<file path="src/rtl/sdram_trk_pkg.sv">
package sdram_trk_pkg;

  typedef enum logic [2:0] {
    OP_NOP = 3'd0,
    OP_ACT = 3'd1,
    OP_RD  = 3'd2,
    OP_WR  = 3'd3,
    OP_PRE = 3'd4,
    OP_REF = 3'd5,
    OP_MRS = 3'd6,
    OP_RSV = 3'd7
  } trk_op_e;

  // Cycles from a read/write-with-auto-precharge command to the cycle in
  // which the implicit precharge takes effect.
  function automatic int unsigned ap_lead(input bit is_wr,
                                          input int unsigned bl,
                                          input int unsigned twr,
                                          input int unsigned tras,
                                          input int unsigned open_for);
    int unsigned burst_part;
    int unsigned ras_part;
    burst_part = is_wr ? (bl + twr - 1) : bl;
    ras_part   = (tras > open_for) ? (tras - open_for) : 0;
    return (burst_part > ras_part) ? burst_part : ras_part;
  endfunction

  function automatic bit window_met(input int unsigned elapsed,
                                    input int unsigned need);
    return elapsed >= need;
  endfunction

endpackage

</file>
<file path="src/rtl/sdram_bank_slot.sv">
module sdram_bank_slot
  import sdram_trk_pkg::*;
#(
  parameter int ROW_W = 11,
  parameter int CNT_W = 6
) (
  input  logic             clk,
  input  logic             rst_n,
  input  logic [CNT_W-1:0] t_rcd,
  input  logic [CNT_W-1:0] t_rc,
  input  logic [CNT_W-1:0] t_rp,
  input  logic [CNT_W-1:0] t_ras,
  input  logic [CNT_W-1:0] t_wr,
  input  logic [CNT_W-1:0] burst_len,
  input  logic             rrd_ok,
  input  logic             act_go,
  input  logic             rw_go,
  input  logic             rw_is_wr,
  input  logic             rw_ap,
  input  logic             pre_go,
  input  logic [ROW_W-1:0] new_row,
  output logic             act_ok,
  output logic             rw_ok,
  output logic             pre_ok,
  output logic             idle_ready,
  output logic             active,
  output logic [ROW_W-1:0] row,
  output logic             ap_busy,
  output logic             ap_fire
);

  localparam int LEFT_W = CNT_W + 1;
  localparam logic [CNT_W-1:0] SAT = {CNT_W{1'b1}};

  logic [CNT_W-1:0]  since_act;
  logic [CNT_W-1:0]  since_pre;
  logic [LEFT_W-1:0] ap_left;
  int unsigned       lead;

  assign lead = ap_lead(rw_is_wr, 32'(burst_len), 32'(t_wr),
                        32'(t_ras), 32'(since_act));

  assign ap_fire    = ap_busy && (ap_left == '0);
  assign act_ok     = !active
                      && window_met(32'(since_act), 32'(t_rc))
                      && window_met(32'(since_pre), 32'(t_rp))
                      && rrd_ok;
  assign rw_ok      = active && !ap_busy
                      && window_met(32'(since_act), 32'(t_rcd));
  assign pre_ok     = !ap_busy
                      && (!active || window_met(32'(since_act), 32'(t_ras)));
  assign idle_ready = !active && window_met(32'(since_pre), 32'(t_rp));

  always_ff @(posedge clk) begin
    if (!rst_n) begin
      active    <= 1'b0;
      row       <= '0;
      since_act <= SAT;
      since_pre <= SAT;
      ap_busy   <= 1'b0;
      ap_left   <= '0;
    end else begin
      if (since_act != SAT) since_act <= since_act + CNT_W'(1);
      if (since_pre != SAT) since_pre <= since_pre + CNT_W'(1);

      if (act_go) begin
        active    <= 1'b1;
        row       <= new_row;
        since_act <= CNT_W'(1);
      end

      if (pre_go && active) begin
        active    <= 1'b0;
        since_pre <= CNT_W'(1);
      end

      if (rw_go && rw_ap) begin
        ap_busy <= 1'b1;
        ap_left <= LEFT_W'(lead - 1);
      end

      if (ap_busy) begin
        if (ap_fire) begin
          ap_busy   <= 1'b0;
          active    <= 1'b0;
          since_pre <= CNT_W'(1);
        end else begin
          ap_left <= ap_left - LEFT_W'(1);
        end
      end
    end
  end

endmodule

</file>
<file path="src/rtl/sdram_cmd_decode.sv">
module sdram_cmd_decode
  import sdram_trk_pkg::*;
#(
  parameter int NB     = 4,
  parameter int BANK_W = 2
) (
  input  logic              cmd_valid,
  input  logic [2:0]        cmd_op,
  input  logic [BANK_W-1:0] cmd_bank,
  input  logic              cmd_a10,
  input  logic              full_page,
  input  logic [NB-1:0]     act_ok,
  input  logic [NB-1:0]     rw_ok,
  input  logic [NB-1:0]     pre_ok,
  input  logic              all_ready,
  output logic [NB-1:0]     act_go,
  output logic [NB-1:0]     rw_go,
  output logic [NB-1:0]     pre_go,
  output logic              rw_is_wr,
  output logic              rw_ap,
  output logic              any_act,
  output logic              err_now
);

  trk_op_e     op;
  logic [NB-1:0] sel;
  logic        legal;

  assign op       = trk_op_e'(cmd_op);
  assign sel      = NB'(1) << cmd_bank;
  assign rw_is_wr = (op == OP_WR);
  assign rw_ap    = cmd_a10;
  assign any_act  = |act_go;
  assign err_now  = cmd_valid && !legal;

  always_comb begin
    legal  = 1'b1;
    act_go = '0;
    rw_go  = '0;
    pre_go = '0;
    if (cmd_valid) begin
      case (op)
        OP_NOP: legal = 1'b1;
        OP_ACT: begin
          legal  = act_ok[cmd_bank];
          act_go = legal ? sel : '0;
        end
        OP_RD, OP_WR: begin
          legal = rw_ok[cmd_bank] && !(cmd_a10 && full_page);
          rw_go = legal ? sel : '0;
        end
        OP_PRE: begin
          if (cmd_a10) begin
            legal  = &pre_ok;
            pre_go = legal ? {NB{1'b1}} : '0;
          end else begin
            legal  = pre_ok[cmd_bank];
            pre_go = legal ? sel : '0;
          end
        end
        OP_REF, OP_MRS: legal = all_ready;
        default: legal = 1'b0;
      endcase
    end
  end

endmodule

</file>
<file path="src/rtl/sdram_bank_tracker.sv">
module sdram_bank_tracker #(
  parameter int NB    = 4,
  parameter int ROW_W = 11,
  parameter int CNT_W = 6,
  localparam int BANK_W = (NB > 1) ? $clog2(NB) : 1
) (
  input  logic                clk,
  input  logic                rst_n,
  input  logic                cmd_valid,
  input  logic [2:0]          cmd_op,
  input  logic [BANK_W-1:0]   cmd_bank,
  input  logic [ROW_W-1:0]    cmd_row,
  input  logic                cmd_a10,
  input  logic [CNT_W-1:0]    t_rcd,
  input  logic [CNT_W-1:0]    t_rc,
  input  logic [CNT_W-1:0]    t_rrd,
  input  logic [CNT_W-1:0]    t_rp,
  input  logic [CNT_W-1:0]    t_ras,
  input  logic [CNT_W-1:0]    t_wr,
  input  logic [CNT_W-1:0]    burst_len,
  input  logic                full_page,
  output logic [NB-1:0]       legal_act,
  output logic [NB-1:0]       legal_rw,
  output logic [NB-1:0]       legal_pre,
  output logic                legal_all_idle,
  output logic [NB-1:0]       bank_active,
  output logic [NB*ROW_W-1:0] bank_row,
  output logic [NB-1:0]       ap_pending,
  output logic                cmd_err
);

  localparam logic [CNT_W-1:0] SAT = {CNT_W{1'b1}};

  logic [NB-1:0]    act_go, rw_go, pre_go, idle_ready, ap_fire;
  logic             rw_is_wr, rw_ap, any_act, err_now, rrd_ok;
  logic [CNT_W-1:0] since_any_act;

  assign rrd_ok         = since_any_act >= t_rrd;
  assign legal_all_idle = &idle_ready;

  always_ff @(posedge clk) begin
    if (!rst_n) begin
      since_any_act <= SAT;
      cmd_err       <= 1'b0;
    end else begin
      cmd_err <= err_now;
      if (any_act) since_any_act <= CNT_W'(1);
      else if (since_any_act != SAT) since_any_act <= since_any_act + CNT_W'(1);
    end
  end

  sdram_cmd_decode #(.NB(NB), .BANK_W(BANK_W)) u_decode (
    .cmd_valid (cmd_valid),
    .cmd_op    (cmd_op),
    .cmd_bank  (cmd_bank),
    .cmd_a10   (cmd_a10),
    .full_page (full_page),
    .act_ok    (legal_act),
    .rw_ok     (legal_rw),
    .pre_ok    (legal_pre),
    .all_ready (legal_all_idle),
    .act_go    (act_go),
    .rw_go     (rw_go),
    .pre_go    (pre_go),
    .rw_is_wr  (rw_is_wr),
    .rw_ap     (rw_ap),
    .any_act   (any_act),
    .err_now   (err_now)
  );

  for (genvar b = 0; b < NB; b++) begin : g_bank
    sdram_bank_slot #(.ROW_W(ROW_W), .CNT_W(CNT_W)) u_slot (
      .clk        (clk),
      .rst_n      (rst_n),
      .t_rcd      (t_rcd),
      .t_rc       (t_rc),
      .t_rp       (t_rp),
      .t_ras      (t_ras),
      .t_wr       (t_wr),
      .burst_len  (burst_len),
      .rrd_ok     (rrd_ok),
      .act_go     (act_go[b]),
      .rw_go      (rw_go[b]),
      .rw_is_wr   (rw_is_wr),
      .rw_ap      (rw_ap),
      .pre_go     (pre_go[b]),
      .new_row    (cmd_row),
      .act_ok     (legal_act[b]),
      .rw_ok      (legal_rw[b]),
      .pre_ok     (legal_pre[b]),
      .idle_ready (idle_ready[b]),
      .active     (bank_active[b]),
      .row        (bank_row[b*ROW_W +: ROW_W]),
      .ap_busy    (ap_pending[b]),
      .ap_fire    (ap_fire[b])
    );
  end

endmodule

</file>
<file path="config.mk">
export PLATFORM = sky130hd
export DESIGN_NAME = sdram_bank_tracker
export DESIGN_NICKNAME = d
export VERILOG_FILES = /design/src/rtl/sdram_trk_pkg.sv /design/src/rtl/sdram_bank_slot.sv /design/src/rtl/sdram_cmd_decode.sv /design/src/rtl/sdram_bank_tracker.sv
export SDC_FILE = /design/constraint.sdc
export NUM_CORES = 1
export LEC_CHECK = 0
export BUFFER_PORTS_ARGS = -buffer_cell sky130_fd_sc_hd__buf_2
export CORE_AREA = 3 3 186 115
export CTS_CLUSTER_SIZE = 25
export DETAILED_ROUTE_END_ITERATION = 10
export DIE_AREA = 0 0 189 118
export PLACE_DENSITY_LB_ADDON = 0.3
export SLEW_MARGIN = 20
export SYNTH_ARGS = -nofsm -noshare
export SYNTH_HDL_FRONTEND = slang
export SYNTH_SLANG_ARGS = --single-unit
export TNS_END_PERCENT = 30
</file>
<file path="constraint.sdc">
create_clock -name clk -period 7.3 [get_ports clk]
set_input_delay 1.46 -clock clk [delete_from_list [all_inputs] [get_ports clk]]
set_output_delay 1.46 -clock clk [all_outputs]
set_load 0.02 [all_outputs]
</file>
==> impl_metrics.py <==
metrics = {
    "synthesis": {
        "synth_warnings": 0,
        "ys_seq_area_frac": 0.232,
        "synth_nets": 1699,
        "synth.distinct_cells": 73,
        "synthTopCellsByCount": "ha_1 (171), dfxtp_1 (135), o21ai_0 (118)",
        "synth.top_cell.area_share": 0.232,
        "synth_most_common_cell": "ha_1",
        "synthArstFlopShare": 0,
        "ys_seq_elements": 135,
        "synth_top_flop_cell": "dfxtp_1",
        "avgSynthCellArea_um2": 7.99,
        "synth_area_leaders": "dfxtp_1 (23%), ha_1 (18%), o21ai_0 (5.1%), a21oi_1 (4.7%), mux2i_1 (4.5%)",
        "synth_cells": 1460,
        "synthesis.area_um2": 11700,
        "synth_top_cell_by_area": "dfxtp_1",
        "synth_edf_count": 0,
    },
    "critical_path": {
        "cpMostUsedCell": "ha_1",
        "critical-path-top-delay-family": "simple AND/OR/NAND/NOR gates",
        "worst-endpoint-required_ps": 7630,
        "critPathMaxStageDelay_ps": 470,
        "crit_chain": "buf_2 -> ha_1 -> fa_1 -> xnor2_1 -> and2_1 -> o211ai_1 -> nor2_1 -> ha_1 -> nor2_1 -> ha_1 -> nand4_1 -> nor2_1 -> nand2_1 -> or4b_1 -> a22o_1 -> mux2i_1 -> ha_1 -> inv_1 -> or3_1 -> nand3_1 -> nand3_1 -> a221oi_1",
        "critPathBufInv": 2,
        "path_class": "in -> reg",
        "regToRegEndpoint": "g_bank[3].u_slot.ap_left[6]",
        "r2r_slack_ps": 2020,
        "worstPathArrival_ps": 6730,
        "worstReg2RegStart": "g_bank[3].u_slot.since_act[0]",
        "cpMaxStageDelayCell": "or4b_1",
        "end_kind": "flip-flop",
        "crit_fanout": 14,
        "start_kind": "input port",
        "reg2reg_depth": 22,
    },
    "global_route": {
        "overflow": 0,
        "grt_max_degree": 69,
        "gr-usage-met1": 0.467,
        "use_met3": 0.115,
        "busiest_layer": "met1",
        "grt_pass1_wl_mm": 55.8,
        "use_met2": 0.422,
        "track_usage": 0.313,
        "grt_pass1_vias": 10244,
        "antenna_found_initial": 1,
    },
    "pwr": {
        "total_power_mw": 4.23,
        "p_per_area_nw_per_um2": 324,
        "leakage_nw": 5.99,
        "max-vdd-ir-drop_mv": 0.192,
    },
    "detailed_routing": {
        "routed_wl_mm": 35.8,
        "drtPass1Iterations": 5,
        "wire_per_inst_um": 19.3,
        "drt_iter0_drc": 1103,
        "ant_nets": 0,
        "vias_per_cell": 6.18,
        "dr_total_vias": 11462,
        "drc": 0,
    },
    "finish": {
        "fillers": 1689,
        "final_cell_area_um2": 13000,
        "final_nets": 1807,
        "finish.utilization": 0.656,
        "drive_gt1_frac": 0.130,
        "syn_to_final_growth_pct": 11.8,
        "register_area_um2": 2700,
        "multi_input_area_um2": 8340,
        "finalNonFillerCells": 1854,
    },
    "min_path": {
        "hp-class": "reg -> reg",
        "hold_depth": 2,
        "hold_path.startpoint": "g_bank[1].u_slot.row[1]",
        "hold_end": "g_bank[1].u_slot.row[1]",
    },
    "sta": {
        "worstMarginPinSlew_ps": 1170,
        "timing.final.hold_violations": 0,
        "timing.fmax_mhz": 156,
        "maxSlewViolCount": 0,
        "rsz0062_at_grt": "no",
        "maxSlewHeadroom": 0.220,
        "post-route-period-util": 0.877,
        "holdWs_ps": 449,
        "tns_ps": 0,
        "finalWorstPathRequiredPeriod_ps": 6400,
        "clock_skew_ps": 9.93,
        "setup_viol": 0,
        "finalWorstSetupSlack_ps": 900,
    },
    "floorplanning": {
        "io_pins": 129,
        "die_h_um": 118,
        "die_area_um2": 22300,
        "die_width_um": 189,
        "row_count": 40,
        "start_util": 0.587,
        "core_area_um2": 19900,
    },
    "place": {
        "dp_slack_ps": 624,
        "placed_area_um2": 12500,
        "dpl.hpwl_mm": 27.9,
        "numPortBuffers": 128,
        "placed_cells": 1822,
        "gp_congestion": 1.05,
    },
    "clocking": {
        "cts_buffers": 17,
        "htreeDepth": 4,
        "root_buffer": "clkbuf_16",
        "clk_latency_ps": 430,
        "cts_tree": "done",
        "cts_setup_buffers": 0,
        "clk_path_buf_depth": 2,
        "cts_sinks": 135,
        "post_cts_resized": 0,
        "hold_buffers": 0,
        "clkTransAtPathRegs_ps": 60,
    },
    "job": {
        "drv_cap": 0,
    },
    "run_status": {
        "status": "finished, final reports clean",
    },
}
-- state kept, by name, indices dropped and copies added (netlist names) --
register                 cells
g_bank.u_slot.row           44
g_bank.u_slot.ap_left       28
g_bank.u_slot.since_act     24
g_bank.u_slot.since_pre     24
since_any_act                6
g_bank.u_slot.active         4
g_bank.u_slot.ap_busy        4
cmd_err                      1
-- worst min-delay path, stage by stage, from the launching register on --
cell and delay (ps):
dfxtp_1 300, nand2_1 50, a21oi_1 50
-- power breakdown --
part	total, mW	switching (mW)	internal, mW
registers	0.994	0.144	0.850
logic	2.44	1.43	1.01
clock network	0.797	0.335	0.462
total	4.23	1.91	2.32
-- cells in the final DEF, fill, tap and decap left out, drive strengths merged, types with 5 or more instances in the layout --
cell,Yosys,final
a211oi,11,11
a21o,40,40
a21oi,110,110
a31oi,9,9
a32o,5,5
and2,8,8
and3,28,28
buf,28,144
clkbuf,27,22
dfxtp,135,135
fa,5,5
ha,171,171
inv,95,98
mux2,10,10
mux2i,52,52
nand2,116,116
nand2b,31,31
nand3,70,70
nand3b,6,6
nand4,28,28
nor2,97,97
nor2b,28,28
nor3,32,32
nor3b,7,7
nor4,6,6
o211ai,14,14
o21a,13,13
o21ai,120,120
o221ai,8,8
o22ai,12,12
o31a,6,6
o31ai,5,5
or2,7,7
or3,17,17
xnor2,32,32
xor2,18,18
-- metal layers --
metal  vias to the layer above  wire length (um)  share of wire
met5                         -                 7        0.00020
met4                         2               531          0.015
met3                        41              4250           0.12
met2                       541             13900           0.39
met1                      5357             17100           0.48
li1                       5521                 -              -
-- how the worst max path moves through the flow --
stage,startpoint,to,cells after the start
after floorplan,t_wr[0],g_bank[3].u_slot.ap_left[6],23
after global placement,t_wr[0],g_bank[3].u_slot.ap_left[6],24
after detailed placement,t_wr[0],g_bank[3].u_slot.ap_left[6],22
after CTS,t_wr[0],g_bank[3].u_slot.ap_left[6],22
after global routing,t_wr[0],g_bank[3].u_slot.ap_left[6],23
final,t_wr[0],g_bank[3].u_slot.ap_left[6],22
-- layout make-up --
type,count,share of cell area
clock inverter,9,0.00528
sequential,135,0.207
tap,273,0.0262
antenna,1,0.000192
timing repair buffer,144,0.0583
clock buffer,22,0.0364
inverter,95,0.0273
multi-input combinational,1175,0.639
-- kinds of logic (layout without fill, tap and decap cells) --
| logic type | after synthesis | in the layout | share of synthesized area |
|---|---|---|---|
| AOI/OAI and AO/OA | 390 | 390 | 0.211 |
| xor gates and xnor gates | 51 | 51 | 0.0395 |
| adders and majority gates | 176 | 176 | 0.192 |
| buffers and inverters | 150 | 270 | 0.0560 |
| DFF | 135 | 135 | 0.232 |
| muxes | 63 | 63 | 0.0565 |
| other | 0 | 1 | 0 |
| and+or+nand+nor | 495 | 495 | 0.213 |
Power figures use the tool's default switching activity.
